File: config.mk
export PLATFORM = sky130hd
export DESIGN_NAME = recipCollector
export DESIGN_NICKNAME = d
export VERILOG_FILES = /design/src/rtl/rc_pkg.sv /design/src/rtl/rc_datapath.sv /design/src/rtl/rc_ctrl.sv /design/src/rtl/recipCollector.sv
export SDC_FILE = /design/constraint.sdc
export NUM_CORES = 1
export LEC_CHECK = 0
export BUFFER_PORTS_ARGS = -buffer_cell sky130_fd_sc_hd__clkbuf_2
export CORE_MARGIN = 2
export CORE_UTILIZATION = 58
export CTS_CLUSTER_DIAMETER = 60
export DETAILED_ROUTE_END_ITERATION = 8
export PLACE_DENSITY = 0.93
export SYNTH_ARGS = -nofsm -noshare
export SYNTH_HDL_FRONTEND = slang
export SYNTH_HIERARCHICAL = 1
export SYNTH_SLANG_ARGS = --single-unit
File: constraint.sdc
create_clock -name clk -period 5.65 [get_ports clk]
set_input_delay 1.13 -clock clk [delete_from_list [all_inputs] [get_ports clk]]
set_output_delay 1.13 -clock clk [all_outputs]
set_load 0.02 [all_outputs]
File: src/rtl/rc_pkg.sv
package rc_pkg;
  typedef enum logic [1:0] {
    ST_IDLE = 2'd0,
    ST_CALC = 2'd1,
    ST_EMIT = 2'd2
  } rcState_t;

  typedef struct packed {
    logic load;
    logic step;
    logic first;
  } rcStrobe_t;
endpackage

File: src/rtl/rc_datapath.sv
module rc_datapath
  import rc_pkg::*;
#(
  parameter int DW   = 32,
  parameter int NSRC = 3,
  localparam int SW  = (NSRC > 1) ? $clog2(NSRC) : 1
) (
  input  logic               clk,
  input  logic               rstN,
  input  rcStrobe_t          strobe,
  input  logic [SW-1:0]      selIdx,
  input  logic [NSRC*DW-1:0] srcData,
  output logic [DW-1:0]      result
);
  logic [DW-1:0] divisor;
  logic [DW-1:0] rem;
  logic [DW:0]   quot;
  logic [DW:0]   remShift;
  logic          fits;
  logic [DW-1:0] picked;

  always_comb begin
    picked = '0;
    for (int i = 0; i < NSRC; i++)
      if (selIdx == SW'(i)) picked = srcData[i*DW +: DW];
  end

  // dividend is 2^DW: only the very first shifted-in bit is one
  assign remShift = {rem, strobe.first};
  assign fits     = remShift >= {1'b0, divisor};

  always_ff @(posedge clk) begin
    if (!rstN) begin
      divisor <= '0;
      rem     <= '0;
      quot    <= '0;
    end else if (strobe.load) begin
      divisor <= picked;
      rem     <= '0;
      quot    <= '0;
    end else if (strobe.step) begin
      if (fits) begin
        rem  <= DW'(remShift - {1'b0, divisor});
        quot <= {quot[DW-1:0], 1'b1};
      end else begin
        rem  <= remShift[DW-1:0];
        quot <= {quot[DW-1:0], 1'b0};
      end
    end
  end

  assign result = (divisor == '0 || quot[DW]) ? '1 : quot[DW-1:0];

  // remainder always stays below a nonzero divisor after a step
  p_rem_below_div_r4: assert property (@(posedge clk) disable iff (!rstN)
    $past(strobe.step) && divisor != '0 |-> rem < divisor);
endmodule

File: src/rtl/rc_ctrl.sv
module rc_ctrl
  import rc_pkg::*;
#(
  parameter int DW    = 32,
  parameter int NSRC  = 3,
  parameter int LVW   = 11,
  parameter int SPILL = 128,
  parameter int MODEHI = 128,
  parameter int MODELO = 32,
  localparam int SW    = (NSRC > 1) ? $clog2(NSRC) : 1,
  localparam int STEPS = DW + 1,
  localparam int CW    = $clog2(STEPS + 1)
) (
  input  logic            clk,
  input  logic            rstN,
  input  logic [NSRC-1:0] srcEmpty,
  output logic [NSRC-1:0] srcRd,
  input  logic [LVW-1:0]  priLevel,
  input  logic            priFull,
  output logic            priWr,
  input  logic [LVW-1:0]  secLevel,
  input  logic            secFull,
  output logic            secWr,
  output logic            modeAcc,
  output rcStrobe_t       strobe,
  output logic [SW-1:0]   selIdx
);
  rcState_t      state, stateNext;
  logic [CW-1:0] stepCnt;
  logic          anyReady;
  logic          toSec;
  logic          blocked;

  // fixed priority, lowest index wins
  always_comb begin
    selIdx   = '0;
    anyReady = 1'b0;
    for (int i = NSRC - 1; i >= 0; i--) begin
      if (!srcEmpty[i]) begin
        selIdx   = SW'(i);
        anyReady = 1'b1;
      end
    end
  end

  assign toSec   = priLevel > LVW'(SPILL);
  assign blocked = toSec ? secFull : priFull;

  always_comb begin
    stateNext    = state;
    strobe       = '0;
    srcRd        = '0;
    priWr        = 1'b0;
    secWr        = 1'b0;
    unique case (state)
      ST_IDLE: if (anyReady) begin
        strobe.load   = 1'b1;
        srcRd[selIdx] = 1'b1;
        stateNext     = ST_CALC;
      end
      ST_CALC: begin
        strobe.step  = 1'b1;
        strobe.first = (stepCnt == '0);
        if (stepCnt == CW'(STEPS - 1)) stateNext = ST_EMIT;
      end
      ST_EMIT: if (!blocked) begin
        priWr     = !toSec;
        secWr     = toSec;
        stateNext = ST_IDLE;
      end
      default: stateNext = ST_IDLE;
    endcase
  end

  always_ff @(posedge clk) begin
    if (!rstN) begin
      state   <= ST_IDLE;
      stepCnt <= '0;
    end else begin
      state   <= stateNext;
      stepCnt <= (state == ST_CALC) ? stepCnt + CW'(1) : '0;
    end
  end

  // two-threshold mode flag on the secondary level
  always_ff @(posedge clk) begin
    if (!rstN)
      modeAcc <= 1'b0;
    else if (!modeAcc && secLevel > LVW'(MODEHI))
      modeAcc <= 1'b1;
    else if (modeAcc && secLevel < LVW'(MODELO))
      modeAcc <= 1'b0;
  end

  p_one_read_r2: assert property (@(posedge clk) disable iff (!rstN)
    $onehot0(srcRd));
  p_read_nonempty_r2: assert property (@(posedge clk) disable iff (!rstN)
    (srcRd & srcEmpty) == '0);
  p_prio_src1_r3: assert property (@(posedge clk) disable iff (!rstN)
    srcRd[1] |-> srcEmpty[0]);
  p_no_full_write_r6: assert property (@(posedge clk) disable iff (!rstN)
    (priWr |-> !priFull) and (secWr |-> !secFull));
  p_single_port_r7: assert property (@(posedge clk) disable iff (!rstN)
    !(priWr && secWr));
  p_rise_cause_r8: assert property (@(posedge clk) disable iff (!rstN)
    $rose(modeAcc) |-> $past(secLevel) > LVW'(MODEHI));
  p_fall_cause_r9: assert property (@(posedge clk) disable iff (!rstN)
    $fell(modeAcc) |-> $past(secLevel) < LVW'(MODELO));
endmodule

File: src/rtl/recipCollector.sv
module recipCollector
  import rc_pkg::*;
#(
  parameter int DW     = 32,
  parameter int NSRC   = 3,
  parameter int LVW    = 11,
  parameter int SPILL  = 128,
  parameter int MODEHI = 128,
  parameter int MODELO = 32,
  localparam int SW    = (NSRC > 1) ? $clog2(NSRC) : 1
) (
  input  logic               clk,
  input  logic               rstN,
  input  logic [NSRC-1:0]    srcEmpty,
  input  logic [NSRC*DW-1:0] srcData,
  output logic [NSRC-1:0]    srcRd,
  input  logic [LVW-1:0]     priLevel,
  input  logic               priFull,
  output logic               priWr,
  output logic [DW-1:0]      priData,
  input  logic [LVW-1:0]     secLevel,
  input  logic               secFull,
  output logic               secWr,
  output logic [DW-1:0]      secData,
  output logic               modeAcc
);
  rcStrobe_t     strobe;
  logic [SW-1:0] selIdx;
  logic [DW-1:0] result;

  rc_ctrl #(
    .DW(DW), .NSRC(NSRC), .LVW(LVW), .SPILL(SPILL),
    .MODEHI(MODEHI), .MODELO(MODELO)
  ) u_ctrl (
    .clk(clk), .rstN(rstN), .srcEmpty(srcEmpty), .srcRd(srcRd),
    .priLevel(priLevel), .priFull(priFull), .priWr(priWr),
    .secLevel(secLevel), .secFull(secFull), .secWr(secWr),
    .modeAcc(modeAcc), .strobe(strobe), .selIdx(selIdx)
  );

  rc_datapath #(.DW(DW), .NSRC(NSRC)) u_dp (
    .clk(clk), .rstN(rstN), .strobe(strobe), .selIdx(selIdx),
    .srcData(srcData), .result(result)
  );

  assign priData = result;
  assign secData = result;
endmodule

==> run metrics, run 1 <==
post-CTS resize count=0; routed vias=6945; Core Rows=41; Synth Warn #=6; Setup TNS=0 ns; Chip Height=116 um; CP Data Arrival Time=4.30 ns; WHS Endpoint=u_ctrl/stepCnt[0]; Yosys top cell by area=dfxtp_1; Layout Nets=1181; number of enable flip-flop cells after synthesis=0; Yosys top cell area share=0.290; Async SR Flop Fraction=0; pwr dens=252 nW/um2; Worst Tran Pin Value=1.13 ns; final worst slack=1.65 ns; # setup viols final=0; Synthesized Nets=1058; fin crit share=0.709; Max Root-Sink Buffers=2; placed cell areas=8080 um2; hold path start=u_ctrl/stepCnt[0]; Vias/cell=5.80; WS Path Type=reg2reg; commonest non-fill, non-tap cells in the layout=clkbuf_2, dfxtp_1, nor2_1; Synth area leaders=dfxtp_1, mux2i_1, ha_1, o211a_1, nor2_1; register bit total from synthesis=106; Die X=116 um; clock skew=0.00916 ns; Hold Crit Class=reg2reg; Max Fanout on Critical Path=38; postcts setup bufs=0; first-pass GRT wire length=29200 um; Reg-to-Reg End=u_dp/rem[19]; cell count after synthesis=898; Hold Violations, Final=0; Inserted Diodes=0; hold_buf cts=0; status=complete, no violations; Fmax=0.250 GHz; I/O pin total=195; Fill cells=1006; H-tree depth=3; GR Util All Layers=0.266; pin count of the biggest net entering global routing=70; clock buffer count from CTS=9; Worst IR Drop VDD=0.179 mV; RSZ-0062 raised after global routing=false; ys flop type=dfxtp_1; P_leak=4.16 nW; min Tclk post-route=4.00 ns; routed len/inst=14.8 um; Yosys cell types=58; CTS clk-pin slew, worst paths=0.07 ns; beginning of the worst register-to-register path=u_ctrl/stepCnt[0]; WL final=17800 um; most common cell after layout, fill and taps aside=clkbuf_2; DP Cell Count=1182; die area=13500 um2; Pre-antenna DRT Iters=5; CP Launch Type=flip-flop; Post-Syn Area=7310 um2; DRC Markers=0; Iteration-0 DRC Markers=520; cells on worst reg2reg path=17; RD Place Congestion=0.998; design area=8370 um2; Clock Sinks=106; worst hold stages=1; Mapped Avg Cell Area=8.14 um2; Root Buffer=clkbuf_16; Skew-Pair Late Insertion Delay=0.35 ns; CTS tree=built; final-report max-slew violation count=0; worst path required time=5.95 ns; pre-CTS WS=1.81 ns; synth-to-layout area growth=14.5%; initial antenna violation count=0; vias in the first global route=6502; gr ovfl total=0; Final HPWL DP=13300 um; R2R Setup Slk=1.65 ns; final std cells w/o fill=1198; Seq/Total Area, Yosys=0.290; Slew headroom=0.242; PortBufs=194; Initial Utilization=0.586; layout cells sized above 1=0.259; Worst Setup End Kind=flip-flop; MaxCap Viol Count=0; core area=12500 um2; Antenna Nets Post-Route=0
-- routing by layer --
metal	vias up	global-route usage	wire length, um
met4	0	0.127	675
met1	3227	0.307	7270
li1	3415	-	-
met5	-	0	0
met3	53	0.0602	1110
met2	250	0.466	8730
-- critical path, stage by stage (launching register included) --
cell       delay [ns]
dfxtp_1          0.34
inv_1            0.06
ha_1             0.14
nor4b_2          0.31
nand2_1          0.09
nor2_1           0.23
inv_1            0.09
ha_1             0.31
and4_1           0.19
nand2_1          0.06
nor4_1           0.04
a2111oi_0        0.35
a21boi_1         0.23
o21a_2           0.72
buf_4            0.36
nand2_1          0.11
o211ai_1         0.12
o211a_1          0.18
-- cells in the mapped netlist (11+ instances only) --
cell type and instances:
o211a_1 36, buf_4 40, dfxtp_1 106, inv_1 43
nand3_1 14, or2_2 34, a21o_1 13, nor2_1 92
xnor2_1 11, nor4_1 13, ha_1 34, o211ai_1 37
clkbuf_1 41, a21oi_1 58, xor2_1 16, mux2i_1 77
nand2_1 65, a211oi_1 15, o21ai_0 30
-- state kept, by name, indices dropped and copies added (netlist names) --
signal and cells:
u_ctrl/state 2, u_ctrl/stepCnt 6, u_dp/rem 32, u_ctrl/modeAcc 1, u_dp/quot 33, u_dp/divisor 32
-- cell families (layout without fill, tap and decap cells) --
kind of cell / count (synthesis) / after routing / share of synthesized area
AND/OR/NAND/NOR: 279 / 279 / 0.188
AO/OA/AOI/OAI: 237 / 237 / 0.228
buffers and inverters: 136 / 264 / 0.0938
flip-flops: 106 / 106 / 0.290
multiplexers: 78 / 78 / 0.107
adder cells (fa/ha/maj): 35 / 35 / 0.0609
XOR/XNOR: 27 / 27 / 0.0324
-- worst max-delay path by stage --
stage / startpoint / endpoint / slack [ns] / cells past startpoint
after CTS: u_ctrl/stepCnt[0] / u_dp/rem[18] / 1.76 / 16
after detailed placement: u_ctrl/stepCnt[0] / u_dp/rem[18] / 1.81 / 16
final: u_ctrl/stepCnt[0] / u_dp/rem[19] / 1.65 / 17
after global placement: u_ctrl/stepCnt[0] / u_dp/rem[18] / 2.00 / 16
after global routing: u_ctrl/stepCnt[0] / u_dp/rem[18] / 1.23 / 16
after floorplan: priLevel[10] / priWr / 2.23 / 2
-- metrics by stage --
| step | hold WS (ns) | total power, W | utilization |
|---|---|---|---|
| after global routing | 0.509 | 0.00222 | 0.671 |
| after detailed placement | 0.476 | 0.00148 | 0.648 |
| after global placement | 0.450 | 0.00146 | 0.648 |
| after CTS | 0.471 | 0.00211 | 0.671 |
| after floorplan | 0.430 | 0.00133 | - |
| final | 0.463 | 0.00211 | 0.671 |
-- layout make-up --
type,count,area [um2],share of cell area
Clock inverter,6,65.1,0.00777
Clock buffer,10,229,0.0274
Timing Repair Buffer,204,1050,0.125
Inverter,44,165,0.0197
Multi-Input combinational cell,656,4530,0.541
Tap cell,172,215,0.0257
Sequential cell,106,2120,0.254
-- power by group --
| part | leakage (nW) | switching, W | internal, W | total [W] |
|---|---|---|---|---|
| clock network | 0.143 | 0.000283 | 0.000345 | 0.000627 |
| logic | 3.15 | 0.000380 | 0.000282 | 0.000663 |
| registers | 0.866 | 0.0000329 | 0.000784 | 0.000816 |
(Power assumes the default switching activity.)
==> inputs of run 2 (changes only) <==
- ABC_AREA: default -> 1
- CORE_UTILIZATION: 58 -> 49
- PLACE_DENSITY: 0.93 -> 0.83
- clock period: 5.65 -> 3.35 ns (I/O delays scaled with it)
==> run metrics, run 2 <==
status=complete, no violations; DP Cell Count=1636; Pre-antenna DRT Iters=5; Root Buffer=clkbuf_16; CTS tree=built; WL final=21900 um; Slew headroom=0.374; pwr dens=432 nW/um2; first-pass GRT wire length=36000 um; Clock Sinks=106; P_leak=4.88 nW; Largest regs=u_dp/quot: 33 flops, u_dp/divisor: 32 flops, u_dp/rem: 32 flops; Initial Utilization=0.497; Mapped Avg Cell Area=6.04 um2; Async SR Flop Fraction=0; layout cells sized above 1=0.184; Yosys cell types=36; PortBufs=194; gr ovfl total=0; post-CTS resize count=0; Final HPWL DP=17200 um; GR Util All Layers=0.263; register bit total from synthesis=106; Worst Setup End Kind=primary output; Synthesized Nets=1458; I/O pin total=195; CP Data Arrival Time=2.39 ns; ys flop type=dfxtp_1; Reg-to-Reg End=u_dp/rem[23]; routed vias=8474; commonest non-fill, non-tap cells in the layout=nand2_1, inv_1, clkbuf_2; cells on worst reg2reg path=16; storage element area=2120 um2; clock skew=0.0118 ns; Fmax=0.327 GHz; Seq/Total Area, Yosys=0.271; Synth area leaders=dfxtp_1, nand2_1, inv_1, ha_1, o21ai_0; # setup viols final=0; Hold Violations, Final=0; final-report max-slew violation count=0; CP max stage delay=0.43 ns; Setup TNS=0 ns; RD Place Congestion=0.984; die area=17000 um2; Iteration-0 DRC Markers=611; most flop-heavy register=u_dp/quot; WS Path Type=reg2out; min Tclk post-route=3.06 ns; Inserted Diodes=0; Layout Nets=1591; most instantiated cells after synthesis=nand2_1, inv_1, dfxtp_1, nor2_1, o21ai_0; Worst IR Drop VDD=0.237 mV; Antenna Nets Post-Route=0; Yosys top cell area share=0.271; CP Launch Type=flip-flop; Chip Height=131 um; hold_buf cts=0; Max Root-Sink Buffers=2; cell count after synthesis=1298; final std cells w/o fill=1652; hold path start=u_ctrl/stepCnt[0]; CTS clk-pin slew, worst paths=0.07 ns; worst hold stages=1; R2R Setup Slk=0.32 ns; Die X=131 um; Largest register FFs=33; fin crit share=0.913; Vias/cell=5.13; Max Fanout on Critical Path=32; multi-input logic area=4450 um2; vias in the first global route=7792; Worst Tran Pin Value=0.938 ns; H-tree depth=3; Yosys top cell by area=dfxtp_1; Skew-Pair Late Insertion Delay=0.35 ns; Post-Syn Area=7840 um2; pin count of the biggest net entering global routing=74; CP cell instances=nor4_1, nand4_1, nor4_2, a21oi_4, nand2_1, clkbuf_2; RSZ-0062 raised after global routing=false; routed len/inst=13.2 um; clock buffer count from CTS=9; WHS Endpoint=u_ctrl/stepCnt[0]; postcts setup bufs=0; core area=15800 um2; Hold Crit Class=reg2reg; synth-to-layout area growth=15.0%; initial antenna violation count=0; Synth Warn #=6; Worst Setup SP=u_dp/divisor[0]; Fill cells=1592; DRC Markers=0; MaxCap Viol Count=0; most common cell after layout, fill and taps aside=nand2_1; worst path required time=2.68 ns; Core Rows=46; number of enable flip-flop cells after synthesis=0; Slowest cell on crit path=nor4_1; beginning of the worst register-to-register path=u_ctrl/stepCnt[0]; most common cell in the synthesized netlist=nand2_1
## run 2: cell count changes after synthesis, sizes merged, moves of 13 or more
cell and change:
nand4 +24, o211ai -36, inv +177, nor2 +14, o21ai +47, a41oi +31, nand3 +39, o211a -36
mux2i -77, a21o -13, or2 -34, nand2 +370, a211oi -16
## run 2: worst max-delay path by stage
stage,slack [ns],depth (start not counted),endpoint
after global routing,0.03,22,u_dp/rem[28]
final,0.29,6,secData[2]
after CTS,0.10,6,priData[2]
after floorplan,0.82,22,u_dp/rem[20]
after detailed placement,0.40,22,u_dp/rem[28]
after global placement,0.48,6,priData[2]
## run 2: per-layer routing
metal	global-route usage	routed length, um
met1	0.356	10100
met3	0.0354	1340
met5	0	0
met4	0.0788	451
met2	0.438	9990
## run 2: where the power goes
| part | internal, W | switching [W] | leakage [nW] |
|---|---|---|---|
| Clock | 0.000536 | 0.000505 | 0.138 |
| Sequential | 0.00136 | 0.0000719 | 0.865 |
| Combinational | 0.000441 | 0.000987 | 3.87 |
## run 2: kinds of logic (layout without fill, tap and decap cells)
kind of cell | Yosys count | count (layout) | share of synthesized area
and+or+nand+nor | 654 | 654 | 0.353
buffers and inverters | 304 | 442 | 0.166
AOI/OAI and AO/OA | 181 | 181 | 0.134
DFF | 106 | 106 | 0.271
adders and majority gates | 35 | 35 | 0.0568
xor gates and xnor gates | 18 | 18 | 0.0201
## run 2: area by class of cell
type	instances	area share
timing repair buffer	206	0.118
multi-input combinational	888	0.494
inverter	220	0.0916
sequential	106	0.235
clock buffer	11	0.0269
clock inverter	5	0.00499
tap	216	0.0300
## run 2: per-stage QoR
stage	power, W	hold slack [ns]	utilization	setup slack [ns]	area [um2]
finish	0.00390	0.467	0.572	0.292	9020
detailed placement	0.00286	0.457	0.553	0.399	8720
global route	0.00415	0.501	0.572	0.0315	9020
CTS	0.00391	0.471	0.571	0.102	9010
floorplan	0.00251	0.429	-	0.820	7840
global placement	0.00284	0.444	0.553	0.483	8720
## run 2: critical path, delay by kind of cell, from the launching register on
kind            cells  cell delay, ns
simple gates        4            1.22
flops               1            0.34
compound gates      1            0.28
buf+inv             1            0.19
